`config.mk`:
```
export PLATFORM = sky130hd
export DESIGN_NAME = evc_bypass_ctrl
export DESIGN_NICKNAME = d
export VERILOG_FILES = /design/src/rtl/evc_pkg.sv /design/src/rtl/evc_la_decode.sv /design/src/rtl/evc_starve_guard.sv /design/src/rtl/evc_xfer_pipe.sv /design/src/rtl/evc_bypass_ctrl.sv
export SDC_FILE = /design/constraint.sdc
export NUM_CORES = 1
export LEC_CHECK = 0
export BUFFER_PORTS_ARGS = -buffer_cell sky130_fd_sc_hd__buf_2
export CAP_MARGIN = 20
export CORE_ASPECT_RATIO = 0.6
export CORE_UTILIZATION = 30
export DETAILED_ROUTE_END_ITERATION = 16
export MAX_ROUTING_LAYER = met4
export PLACE_DENSITY = 0.54
export SLEW_MARGIN = 20
export SYNTH_ARGS = -nofsm -noshare
export SYNTH_HDL_FRONTEND = slang
export SYNTH_SLANG_ARGS = --single-unit
```
`constraint.sdc`:
```
create_clock -name clk -period 2.8 [get_ports clk]
set_input_delay 0.56 -clock clk [delete_from_list [all_inputs] [get_ports clk]]
set_output_delay 0.56 -clock clk [all_outputs]
set_load 0.02 [all_outputs]
```
`src/rtl/evc_pkg.sv`:
```
package evc_pkg;
    typedef enum logic [0:0] {
        S_OPEN     = 1'b0,
        S_RESERVED = 1'b1
    } slot_state_e;
endpackage

```
`src/rtl/evc_la_decode.sv`:
```
module evc_la_decode #(
    parameter int LMAX = 4,
    parameter int HW   = $clog2(LMAX + 1)
) (
    input  logic          la_valid,
    input  logic [HW-1:0] la_hops,
    output logic          take,
    output logic [HW-1:0] fwd_hops
);
    localparam logic [HW-1:0] MAX_V = HW'(LMAX);
    localparam logic [HW-1:0] MIN_V = HW'(2);

    // Only an intermediate router of the express path reserves the slot.
    always_comb begin
        take     = la_valid && (la_hops >= MIN_V) && (la_hops <= MAX_V);
        fwd_hops = la_hops - HW'(1);
    end
endmodule

```
`src/rtl/evc_starve_guard.sv`:
```
module evc_starve_guard #(
    parameter int LIM = 6,
    parameter int CW  = $clog2(LIM + 2)
) (
    input  logic clk,
    input  logic rst_n,
    input  logic refused,
    output logic hold
);
    localparam logic [CW-1:0] LIM_V = CW'(LIM);
    localparam logic [CW-1:0] TOP_V = CW'(LIM + 1);

    logic [CW-1:0] wait_q;

    always_ff @(posedge clk or negedge rst_n) begin
        if (!rst_n) begin
            wait_q <= '0;
        end else if (!refused) begin
            wait_q <= '0;
        end else if (wait_q != TOP_V) begin
            wait_q <= wait_q + CW'(1);
        end
    end

    always_comb hold = (wait_q >= LIM_V);

    // a head that keeps being refused is served within LIM+1 cycles
    a_r9_wait_bounded: assert property (@(posedge clk) disable iff (!rst_n)
        (wait_q == TOP_V) |-> !refused);
endmodule

```
`src/rtl/evc_xfer_pipe.sv`:
```
module evc_xfer_pipe #(
    parameter int W        = 8,
    parameter int HW       = 3,
    parameter int LA_DEPTH = 2
) (
    input  logic          clk,
    input  logic          rst_n,
    input  logic          st_load,
    input  logic [W-1:0]  st_data,
    input  logic          la_take,
    input  logic [HW-1:0] la_hops,
    output logic          out_valid,
    output logic [W-1:0]  out_data,
    output logic          la_out_valid,
    output logic [HW-1:0] la_out_hops
);
    logic          st_v_q;
    logic [W-1:0]  st_d_q;
    logic [LA_DEPTH-1:0] lv_q;
    logic [HW-1:0] lh_q [LA_DEPTH];

    // Switch traversal register, then link traversal register.
    always_ff @(posedge clk or negedge rst_n) begin
        if (!rst_n) begin
            st_v_q    <= 1'b0;
            st_d_q    <= '0;
            out_valid <= 1'b0;
            out_data  <= '0;
        end else begin
            st_v_q    <= st_load;
            st_d_q    <= st_load ? st_data : '0;
            out_valid <= st_v_q;
            out_data  <= st_d_q;
        end
    end

    // The forwarded lookahead leaves one cycle ahead of its flit.
    for (genvar i = 0; i < LA_DEPTH; i++) begin : g_la
        always_ff @(posedge clk or negedge rst_n) begin
            if (!rst_n) begin
                lv_q[i] <= 1'b0;
                lh_q[i] <= '0;
            end else if (i == 0) begin
                lv_q[i] <= la_take;
                lh_q[i] <= la_take ? la_hops : '0;
            end else begin
                lv_q[i] <= lv_q[(i == 0) ? 0 : i - 1];
                lh_q[i] <= lh_q[(i == 0) ? 0 : i - 1];
            end
        end
    end

    always_comb begin
        la_out_valid = lv_q[LA_DEPTH-1];
        la_out_hops  = lh_q[LA_DEPTH-1];
    end
endmodule

```
`src/rtl/evc_bypass_ctrl.sv`:
```
module evc_bypass_ctrl #(
    parameter int W          = 8,
    parameter int LMAX       = 4,
    parameter int STARVE_LIM = 6,
    parameter int HW         = $clog2(LMAX + 1)
) (
    input  logic          clk,
    input  logic          rst_n,
    input  logic          la_valid,
    input  logic [HW-1:0] la_hops,
    input  logic          in_valid,
    input  logic [W-1:0]  in_data,
    input  logic          buf_req,
    input  logic [W-1:0]  buf_data,
    output logic          buf_gnt,
    output logic          buf_wr,
    output logic          credit_up,
    output logic          hold_bypass,
    output logic          la_out_valid,
    output logic [HW-1:0] la_out_hops,
    output logic          out_valid,
    output logic [W-1:0]  out_data
);
    import evc_pkg::*;

    localparam int LA_DEPTH = 2;

    slot_state_e   state_q, state_d;
    logic          take;
    logic [HW-1:0] fwd_hops;
    logic          reserved;
    logic          st_load;
    logic [W-1:0]  st_data;

    evc_la_decode #(.LMAX(LMAX), .HW(HW)) u_dec (
        .la_valid (la_valid),
        .la_hops  (la_hops),
        .take     (take),
        .fwd_hops (fwd_hops)
    );

    // State register
    always_ff @(posedge clk or negedge rst_n) begin
        if (!rst_n) state_q <= S_OPEN;
        else        state_q <= state_d;
    end

    // Next state and slot outputs
    always_comb begin
        unique case (state_q)
            S_OPEN:     state_d = take ? S_RESERVED : S_OPEN;
            S_RESERVED: state_d = take ? S_RESERVED : S_OPEN;
            default:    state_d = S_OPEN;
        endcase
        reserved = (state_q == S_RESERVED);
        buf_gnt  = buf_req && !reserved;
        buf_wr   = in_valid && !reserved;
        st_load  = reserved ? in_valid : buf_gnt;
        st_data  = reserved ? in_data  : buf_data;
    end

    always_ff @(posedge clk or negedge rst_n) begin
        if (!rst_n) credit_up <= 1'b0;
        else        credit_up <= buf_gnt;
    end

    evc_starve_guard #(.LIM(STARVE_LIM)) u_guard (
        .clk     (clk),
        .rst_n   (rst_n),
        .refused (buf_req && !buf_gnt),
        .hold    (hold_bypass)
    );

    evc_xfer_pipe #(.W(W), .HW(HW), .LA_DEPTH(LA_DEPTH)) u_pipe (
        .clk          (clk),
        .rst_n        (rst_n),
        .st_load      (st_load),
        .st_data      (st_data),
        .la_take      (take),
        .la_hops      (fwd_hops),
        .out_valid    (out_valid),
        .out_data     (out_data),
        .la_out_valid (la_out_valid),
        .la_out_hops  (la_out_hops)
    );

    // bypassed flit leaves two cycles after arrival
    a_r2_bypass_latency: assert property (@(posedge clk) disable iff (!rst_n)
        (reserved && in_valid) |=> ##1 (out_valid && out_data == $past(in_data, 2)));

    // forwarded lookahead two cycles later, one hop fewer
    a_r3_la_forward: assert property (@(posedge clk) disable iff (!rst_n)
        take |=> ##1 (la_out_valid && la_out_hops == $past(la_hops, 2) - HW'(1)));

    // end-of-path lookahead leaves the next arrival in the buffer path
    a_r4_final_hop_buffered: assert property (@(posedge clk) disable iff (!rst_n)
        (la_valid && la_hops <= HW'(1)) |=> (!in_valid || buf_wr));

    // granted buffered flit leaves two cycles after grant
    a_r6_local_latency: assert property (@(posedge clk) disable iff (!rst_n)
        buf_gnt |=> ##1 (out_valid && out_data == $past(buf_data, 2)));

    // credit follows each grant by one cycle
    a_r8_credit: assert property (@(posedge clk) disable iff (!rst_n)
        buf_gnt |=> credit_up);
endmodule

```
Yosys cells after proc, flatten, opt, wreduce, memory -nomap -nowiden

Index checks and enable logic that the tools add are counted.

Reduce and logical (&&, ||, !) cells: 7
Order comparisons: 3
Add/sub/neg operators: 2
Equal/unequal tests: 2
Multiplexer cells: 7

Operators with widths:

| kind                                                                  | number |
|---|---|
| 8-bit 2-to-1 mux                                                      | 2 |
| 3-bit 2-to-1 mux                                                      | 3 |
| 1-bit logical AND                                                     | 5 |
| 3-bit by 1-bit adder with 3-bit output, second input constant         | 1 |
| 3-bit by 2-bit >= comparator with 1-bit output, second input constant | 1 |
| 3-bit >= comparator, second input constant                            | 1 |
| 3-bit <= comparator, second input constant                            | 1 |
| 3-bit inequality test, second input constant                          | 1 |
| 3-bit by 1-bit subtractor with 3-bit output, second input constant    | 1 |
| 1-bit logical NOT                                                     | 2 |
| 1-bit 2-to-1 mux                                                      | 2 |
| 2-bit inequality test, second input constant                          | 1 |

Input port bits: 24
Output and inout port bits: 17
Word-level logic and storage cells: 32
Flip-flop bits (word level): 31

Depth between registers and ports, before layout

Gate-level depths: netlist of the first run.

Word-level depth: 5
Gate-level depth with buffers: 4
Depth with buffers taken out: 4

Modules after synthesis

Synthesis of the first run repeated with hierarchy kept, for this count alone.

Cell total of the unflattened synthesis: 76
Area, all modules: 1178.6 um^2

By module, submodules not included:

| module           | cells an instance | area an instance (um^2) | seq. area each (um^2) | times used |
|---|---|---|---|---|
| evc_xfer_pipe    | 40                | 742.0                   | 650.6                 | 1 |
| evc_bypass_ctrl  | 15                | 214.0                   | 50.0                  | 1 |
| evc_starve_guard | 12                | 153.9                   | 75.1                  | 1 |
| evc_la_decode    | 9                 | 68.8                    | 0.0                   | 1 |

Worst setup path after synthesis of the first run

No wires, ideal clock.

Kind: in2reg
Start point: in la_hops[0]
End point: reg u_pipe.lh_q[5] in the netlist's numbering
Path buffers: 0
Data required time: 2.722 ns
Path slack: 1.344 ns
Stages on the path: 4
Setup time: 0.078 ns
Arrival time: 1.378 ns
Cells stage by stage: inv_1 > ha_1 > or4b_1 > a21boi_1

Word-level cells in the longest chain between the ends: 4
Elaborated cells between the ends (all ways): 6
Those cells by class: add/sub: 1; order compare: 2; mux: 1; reduce/logical: 2

Ends and longest elaborated chain:

| element                                        | RTL line              | text |
|---|---|---|
| from (decl)                                    | evc_bypass_ctrl.sv:10 | `input logic [HW-1:0] la_hops,` |
| 3-bit by 2-bit >= comparator with 1-bit output | evc_la_decode.sv:15   | `take = la_valid && (la_hops >= MIN_V) && (la_hops <= MAX_V);` |
| 1-bit logical AND (2 in series)                | evc_la_decode.sv:15   |  |
| 3-bit 2-to-1 mux (*)                           | evc_xfer_pipe.sv:45   | `lh_q[i] <= la_take ? la_hops : '0;` |
| to (signal, indexed assignment)                | evc_xfer_pipe.sv:45   |  |
| to (signal, indexed assignment)                | evc_xfer_pipe.sv:48   | `lh_q[i] <= lh_q[(i == 0) ? 0 : i - 1];` |
| to (decl)                                      | evc_xfer_pipe.sv:20   | `logic [HW-1:0] lh_q [LA_DEPTH];` |

Every way passes the cells marked *; elsewhere a longest branch is shown, timed or not.
A chain may end at the register's enable or synchronous reset.

Worst setup path in the final report of the first run

Start point: reg u_guard.wait_q[0]
End point: out hold_bypass

Word-level cells in the longest chain between the ends: 1

Ends and longest elaborated chain:

| element                | RTL line               | text |
|---|---|---|
| from (decl)            | evc_starve_guard.sv:13 | `logic [CW-1:0] wait_q;` |
| from (signal assigned) | evc_starve_guard.sv:21 | `wait_q <= wait_q + CW'(1);` |
| 3-bit >= comparator    | evc_starve_guard.sv:25 | `always_comb hold = (wait_q >= LIM_V);` |
| to (decl)              | evc_bypass_ctrl.sv:18  | `output logic hold_bypass,` |

Every way passes these cells.

==> parameters.txt, run 1 <==
Parameter                              Value

Synth
  Post-synth top flop    dfrtp_1
  Average cell area after synthesis    14.6 sq um
  Count leader, synth    dfrtp_1
  Syn_nets    between 100 and 150
  Cells taking the most area after synthesis    dfrtp_1 70%, a22o_1 6.6%, ha_1 4.7%, buf_4 2.1%, xor2_1 1.6%
  Number of synthesized register bits    30
  Synth area leader    dfrtp_1
  Top cell types by occurrence after synthesis    30 x dfrtp_1, 8 x a22o_1, 4 x ha_1
  Cell count after synthesis    73
  Count of flip-flops with a built-in enable after synthesis    0
  Area share of the largest cell type after synthesis    70.3%
  Number of distinct library cells after synthesis    23
  Cell area after synthesis    0.00107 sq mm
  Yosys warns    0
  FFs w/ async S/R, synth    between 90% and 100%
  Sequential area share after synthesis    a little over two thirds

Setup path
  Stage delay of the slowest cell on the critical path    0.38 ns
  Standard cell with the maximum stage delay on the critical path    dfrtp_1
  Kind of end point of the critical path    output pin
  Crit path launch type    register
  Dominant delay contributor by cell family on the critical path    flip-flops
  CP Data Required Time    2.24 ns
  Worst-path fanout max    3
  Crit path cell chain    inv_1, ha_1, o21a_1, buf_2
  Crit path buffers/inverters    2
  Arrival @ worst endpoint    1.20 ns
  Setup Crit Path Kind    register to output pin

Layout
  Final instance count without filler cells    160
  Diodes inserted    0
  Share of final-layout standard cells stronger than drive strength 1    42.6%
  Number of nets in the final layout    144
  Post-synthesis to final-layout area growth    29.4%
  Final Instance Area    0.00138 sq mm

Placed design
  Area after detailed placement    ~0.0013 sq mm
  Global placement routability congestion    slightly below 0.7
  Number of instances in the placed design    154
  Sum of net half-perimeters after detailed placement    1320 um
  Number of port buffers    40

CTS
  CTS sink cnt    30
  TritonCTS buffer count    5
  Library cell used as clock root buffer    clkbuf_8
  Hold-fix buffer count after cts    0
  Number of setup buffers added after CTS    0
  Skew-Pair Late Insertion Delay    0.27 ns
  Clk buf depth    2
  Clock tree from TritonCTS    done
  Clock-pin slew reported for the worst setup and hold paths after clock tree synthesis    0.05 ns
  Number of levels the H-tree was split into    2
  Count of cells resized by post-cts repair    0

STA
  WHS    0.301 ns
  Normalized max-slew margin    approximately 58%
  Number of max-slew violations in the final report    0
  Slew @ Worst Pin    0.625 ns
  Upper clock frequency limit    568 MHz
  Period utilisation layout    between 60% and 70%
  Number of hold-slack violations in the final timing report    0
  Final setup viols    0
  Final period demand of the worst path    1.76 ns
  Worst setup skew after layout    0.000938 ns
  Setup repair after global routing missed its margin    no
  Total negative slack for setup checks    0 ns

Routing
  1st-pass router iterations    4
  Routed Antenna Nets    0
  Count of routing violations after the opening detailed-route iteration    16
  Total wirelength of the detailed-routed design    1750 um
  Number of vias in the routed layout    roughly 660
  DRC errors left    0
  Post-detailed-route via-to-cell ratio    4.14
  Routed len/inst    ~11 um

Global routing
  Via count of the first global-routing pass    570
  GRT Util Overall    between 10% and 20%
  Largest net degree at the start of global routing    31
  Wire length of the first global-routing pass    between 2000 and 3000 um
  Global-route congestion overflow total    0
  Number of antenna violations at the first check in global routing    0

Pwr
  Switching portion of total power    22.0%
  Portion of total power attributed to combinational logic    10.0%
  Highest ir drop seen on vdd    0.206 mV
  Int Pwr    0.685 mW
  Cell Pwr Density    636 mW/mm^2
  P_leak    0.747 nW
  Flop pwr share    53.1%
  Total net switching power    about 0.19 mW
  Pwr Total    between 0.8 and 0.9 mW
  Fraction of power consumed by the clock network    36.9%

Die
  Die area    0.00381 sq mm
  Core Region    0.00332 sq mm
  Row count    16
  Initial cell density of the core    32.1%
  I/O pin count    41
  Die extent in y    48.2 um
  Die Width    slightly below 80 um

Hold path
  Worst hold-check path type    primary input to asynchronous set/reset pin

Flow run
  Number of violations of the max-capacitance limit    0

Run status
  Outcome    complete, no violations
==> routing by layer <==
layer	GRT usage, %	vias up	wire length, um
li1	-	326	-
met1	12.1	313	784
met2	13.8	21	831
met3	5.05	3	111
met4	7.64	0	26
met5	-	-	0
==> stage by stage <==
stage	setup WS, ns	utilization, %
2_1_floorplan	1.34	-
3_3_place_gp	1.11	39.1
3_5_place_dp	1.09	39.1
4_1_cts	1.02	41.6
5_1_grt	0.967	41.6
6_report	1.04	41.6
==> path summary, 6_finish.rpt <==
| path | start | cells after the start | endpoint | slack, ns |
|---|---|---|---|---|
| setup / recovery | u_guard.wait_q[0]$_DFFE_PN0P_ | 4 | hold_bypass | 1.04 |
| hold / removal | rst_n | 1 | u_pipe.st_d_q[0]$_DFF_PN0_ | 0.30 |
| setup reg to reg | u_guard.wait_q[0]$_DFFE_PN0P_ | 4 | u_guard.wait_q[1]$_DFFE_PN0P_ | 1.45 |
| hold reg to reg | u_pipe.lh_q[5]$_DFF_PN0_ | 0 | u_pipe.la_out_hops[2]$_DFF_PN0_ | 0.35 |
| max in group asynchronous | rst_n | 1 | u_pipe.st_d_q[6]$_DFF_PN0_ | 2.09 |
| min in group clk | u_pipe.lh_q[5]$_DFF_PN0_ | 0 | u_pipe.la_out_hops[2]$_DFF_PN0_ | 0.35 |
==> sequential cells by signal, indices dropped and copies added, names as in the netlist <==
signal,cells
credit_up,1
reserved,1
u_guard.wait_q,3
u_pipe.la_out_hops,3
u_pipe.la_out_valid,1
u_pipe.lh_q,3
u_pipe.out_data,8
u_pipe.out_valid,1
u_pipe.st_d_q,8
u_pipe.st_v_q,1
==> cells by family after synthesis <==
family          after synthesis  synth area share (%)
buf+inv                       8                  4.10
compound gates               13                  9.61
fa+ha+maj                     4                  4.69
mux                           1                 0.938
flops                        30                  70.3
xor+xnor                      2                  1.64
simple gates                 15                  8.68
==> power by group through the flow <==
stage / registers (mW) / logic [mW] / clock network [mW]
after floorplan: 0.488 / 0.0311 / 0
after global placement: 0.473 / 0.0882 / 0
after detailed placement: 0.474 / 0.0903 / 0
after CTS: 0.467 / 0.0904 / 0.338
after global routing: 0.468 / 0.0978 / 0.356
final: 0.466 / 0.0881 / 0.324
==> cell usage in the layout, fill, tap and decap left out <==
| cell type | netlist | final |
|---|---|---|
| xor2_1 | 2 | 2 |
| or2_2 | 2 | 2 |
| o21a_1 | 1 | 1 |
| clkbuf_8 | 0 | 6 |
| dfrtp_1 | 30 | 30 |
| a21boi_1 | 1 | 1 |
| and2_1 | 1 | 1 |
| or4b_1 | 1 | 1 |
| or3b_1 | 1 | 1 |
| a21boi_0 | 1 | 1 |
| nor2b_1 | 2 | 2 |
| inv_1 | 3 | 3 |
| nand2_1 | 2 | 2 |
| mux2i_1 | 1 | 1 |
| a21oi_1 | 2 | 2 |
| or2b_1 | 1 | 1 |
| buf_4 | 3 | 1 |
| buf_2 | 2 | 40 |
| nand3b_1 | 1 | 1 |
| nand2b_1 | 1 | 1 |
| and3_1 | 1 | 1 |
| a22o_1 | 8 | 8 |
| nor2_1 | 2 | 2 |
| ha_1 | 4 | 4 |
==> cell type report <==
class | count | area (sq um)
fill | 344 | 1940
clock buffer | 6 | 82.6
tap | 45 | 56.3
timing repair buffer | 41 | 208
inverter | 3 | 11.3
sequential | 30 | 751
multi-input combinational | 35 | 273
Note: power is estimated with default switching activity, not from simulation.
==> run 2, diff against run 1 <==
Settings changed: PLACE_DENSITY 0.54 to 0.56.
Clock period 2.8 ns to 1.5 ns, I/O delays scaled along.
==> run 2 against run 1 <==
Clock-buffer cell count shrank 1; total power up 110%; first-iteration DRC count up 63%; non-clock buffer count up 3; sequential share of layout area shrank 2.3 points; clock skew up 0.0026 ns; combinational power is 93% higher; global-route usage is 0.27 points lower.
==> parameters.txt, run 2 (synthesis results as in run 1) <==
Parameter                              Value

Run status
  Outcome    complete, no violations

STA
  Number of max-slew violations in the final report    0
  WHS    about 0.043 ns
  Total negative slack for setup checks    0 ns
  Slew @ Worst Pin    0.633 ns
  Final setup viols    0
  Normalized max-slew margin    about 58%
  Setup repair after global routing missed its margin    yes
  Final period demand of the worst path    ~1.5 ns
  Period utilisation layout    97.4%
  Worst setup skew after layout    around 0.0035 ns
  Upper clock frequency limit    684 MHz
  Number of hold-slack violations in the final timing report    0

Layout
  Leading cell type in the layout, fill and taps excluded    buf_2
  Number of nets in the final layout    147
  Largest registers    u_pipe.out_data: 8 flops, u_pipe.st_d_q: 8 flops
  Share of final-layout standard cells stronger than drive strength 1    46.7%
  Diodes inserted    0
  Layout filler cell count    341
  Final Instance Area    0.00144 sq mm
  Post-synthesis to final-layout area growth    35.1%
  Most used cells in the layout excluding fill and tap cells    39 x buf_2, 30 x dfrtp_1, 8 x a22o_1, 5 x clkbuf_8, 4 x buf_4

Die
  Row count    16
  Die extent in y    ~48 um
  I/O pin count    41
  Die Width    79 um
  Die area    0.00381 sq mm
  Core Region    0.00332 sq mm
  Initial cell density of the core    32.1%

Global routing
  Largest net degree at the start of global routing    31
  Wire length of the first global-routing pass    approximately 2600 um
  Via count of the first global-routing pass    565
  Number of antenna violations at the first check in global routing    0
  Global-route congestion overflow total    0
  GRT Util Overall    10.0%

CTS
  Clk buf depth    2
  TritonCTS buffer count    5
  Library cell used as clock root buffer    clkbuf_8
  Number of levels the H-tree was split into    2
  Clock-pin slew reported for the worst setup and hold paths after clock tree synthesis    approximately 0.06 ns
  Clock tree from TritonCTS    done
  CTS sink cnt    30
  Skew-Pair Late Insertion Delay    0.27 ns
  Hold-fix buffer count after cts    0

Placed design
  Area after detailed placement    approximately 0.0013 sq mm
  Sum of net half-perimeters after detailed placement    1350 um
  Global placement routability congestion    0.624
  Number of port buffers    40

Pwr
  P_leak    0.778 nW
  Highest ir drop seen on vdd    0.430 mV
  Pwr Total    1.81 mW
  Cell Pwr Density    approximately 1300 mW/mm^2

Setup path
  Arrival @ worst endpoint    1.16 ns
  Setup Crit Path Kind    register to output pin
  Crit path buffers/inverters    1
  Crit path launch type    register
  Worst r2r path cells    5
  Crit path cell chain    ha_2, o21a_1, buf_6
  Standard cell with the maximum stage delay on the critical path    dfrtp_1
  Critical path depth in cells    3
  Dominant delay contributor by cell family on the critical path    flip-flops
  Kind of end point of the critical path    output pin
  Stage delay of the slowest cell on the critical path    0.38 ns
  CP Data Required Time    ~1.2 ns
  Worst-path fanout max    2

Routing
  Count of routing violations after the opening detailed-route iteration    26
  Routed Antenna Nets    0
  Number of vias in the routed layout    683
  Routed len/inst    10.7 um
  Total wirelength of the detailed-routed design    ~1800 um
  Post-detailed-route via-to-cell ratio    4.14
  DRC errors left    0
  1st-pass router iterations    2

Hold path
  Worst hold-check path type    primary input to asynchronous set/reset pin

Flow run
  Number of violations of the max-capacitance limit    0
-- run 2: repair_timing --
action,in CTS,in global routing
buffers inserted,2,0
pin swaps,0,2
endpoints found under the setup margin,1,2
gates resized for setup,0,4
-- run 2: final cells by class --
| cell class | instances | area, sq um | share of cell area, % |
|---|---|---|---|
| inverter | 3 | 11.3 | 0.781 |
| timing repair buffer | 44 | 236 | 16.4 |
| sequential | 30 | 751 | 52.1 |
| clock buffer | 5 | 68.8 | 4.77 |
| tap | 45 | 56.3 | 3.91 |
| multi-input combinational | 35 | 278 | 19.3 |
| clock inverter | 3 | 40.0 | 2.78 |
-- run 2: power breakdown --
part           switching, mW  total, mW  internal [mW]
clock network          0.281      0.769          0.488
registers             0.0126      0.869          0.857
logic                 0.0971      0.170         0.0730
total                  0.391       1.81           1.42
-- run 2: metrics by stage --
stage               std cells  utilization (%)  setup WS [ns]
floorplan                  73                -          0.227
global placement          155             39.3          0.167
detailed placement        155             39.3          0.128
CTS                       165             43.0        0.00585
global route              165             43.4        -0.0121
finish                    165             43.4         0.0386
-- run 2: path summary, 6_finish.rpt --
path | from | end | slack (ns)
setup / recovery | u_guard.wait_q[1]$_DFFE_PN0P_ | hold_bypass | 0.04
hold / removal | rst_n | u_pipe.st_d_q[6]$_DFF_PN0_ | 0.04
setup reg to reg | u_guard.wait_q[0]$_DFFE_PN0P_ | u_guard.wait_q[1]$_DFFE_PN0P_ | 0.07
hold reg to reg | u_pipe.lh_q[5]$_DFF_PN0_ | u_pipe.la_out_hops[2]$_DFF_PN0_ | 0.35
max in group asynchronous | rst_n | reserved$_DFF_PN0_ | 1.04
min in group clk | in_data[4] | u_pipe.st_d_q[4]$_DFF_PN0_ | 0.24
-- run 2: per-layer routing --
metal / track usage (%) / vias to the layer above / wire, um
met4: 4.36 / 0 / 14
li1: - / 332 / -
met2: 12.6 / 18 / 864
met1: 13.2 / 331 / 771
met5: - / - / 0
met3: 5.05 / 2 / 111
-- run 2: worst reg2reg max path: stages (launching register included) --
cell and delay [ns]:
dfrtp_1 0.37, buf_4 0.14, ha_1 0.19, ha_1 0.23, or2_2 0.28, a21oi_1 0.14
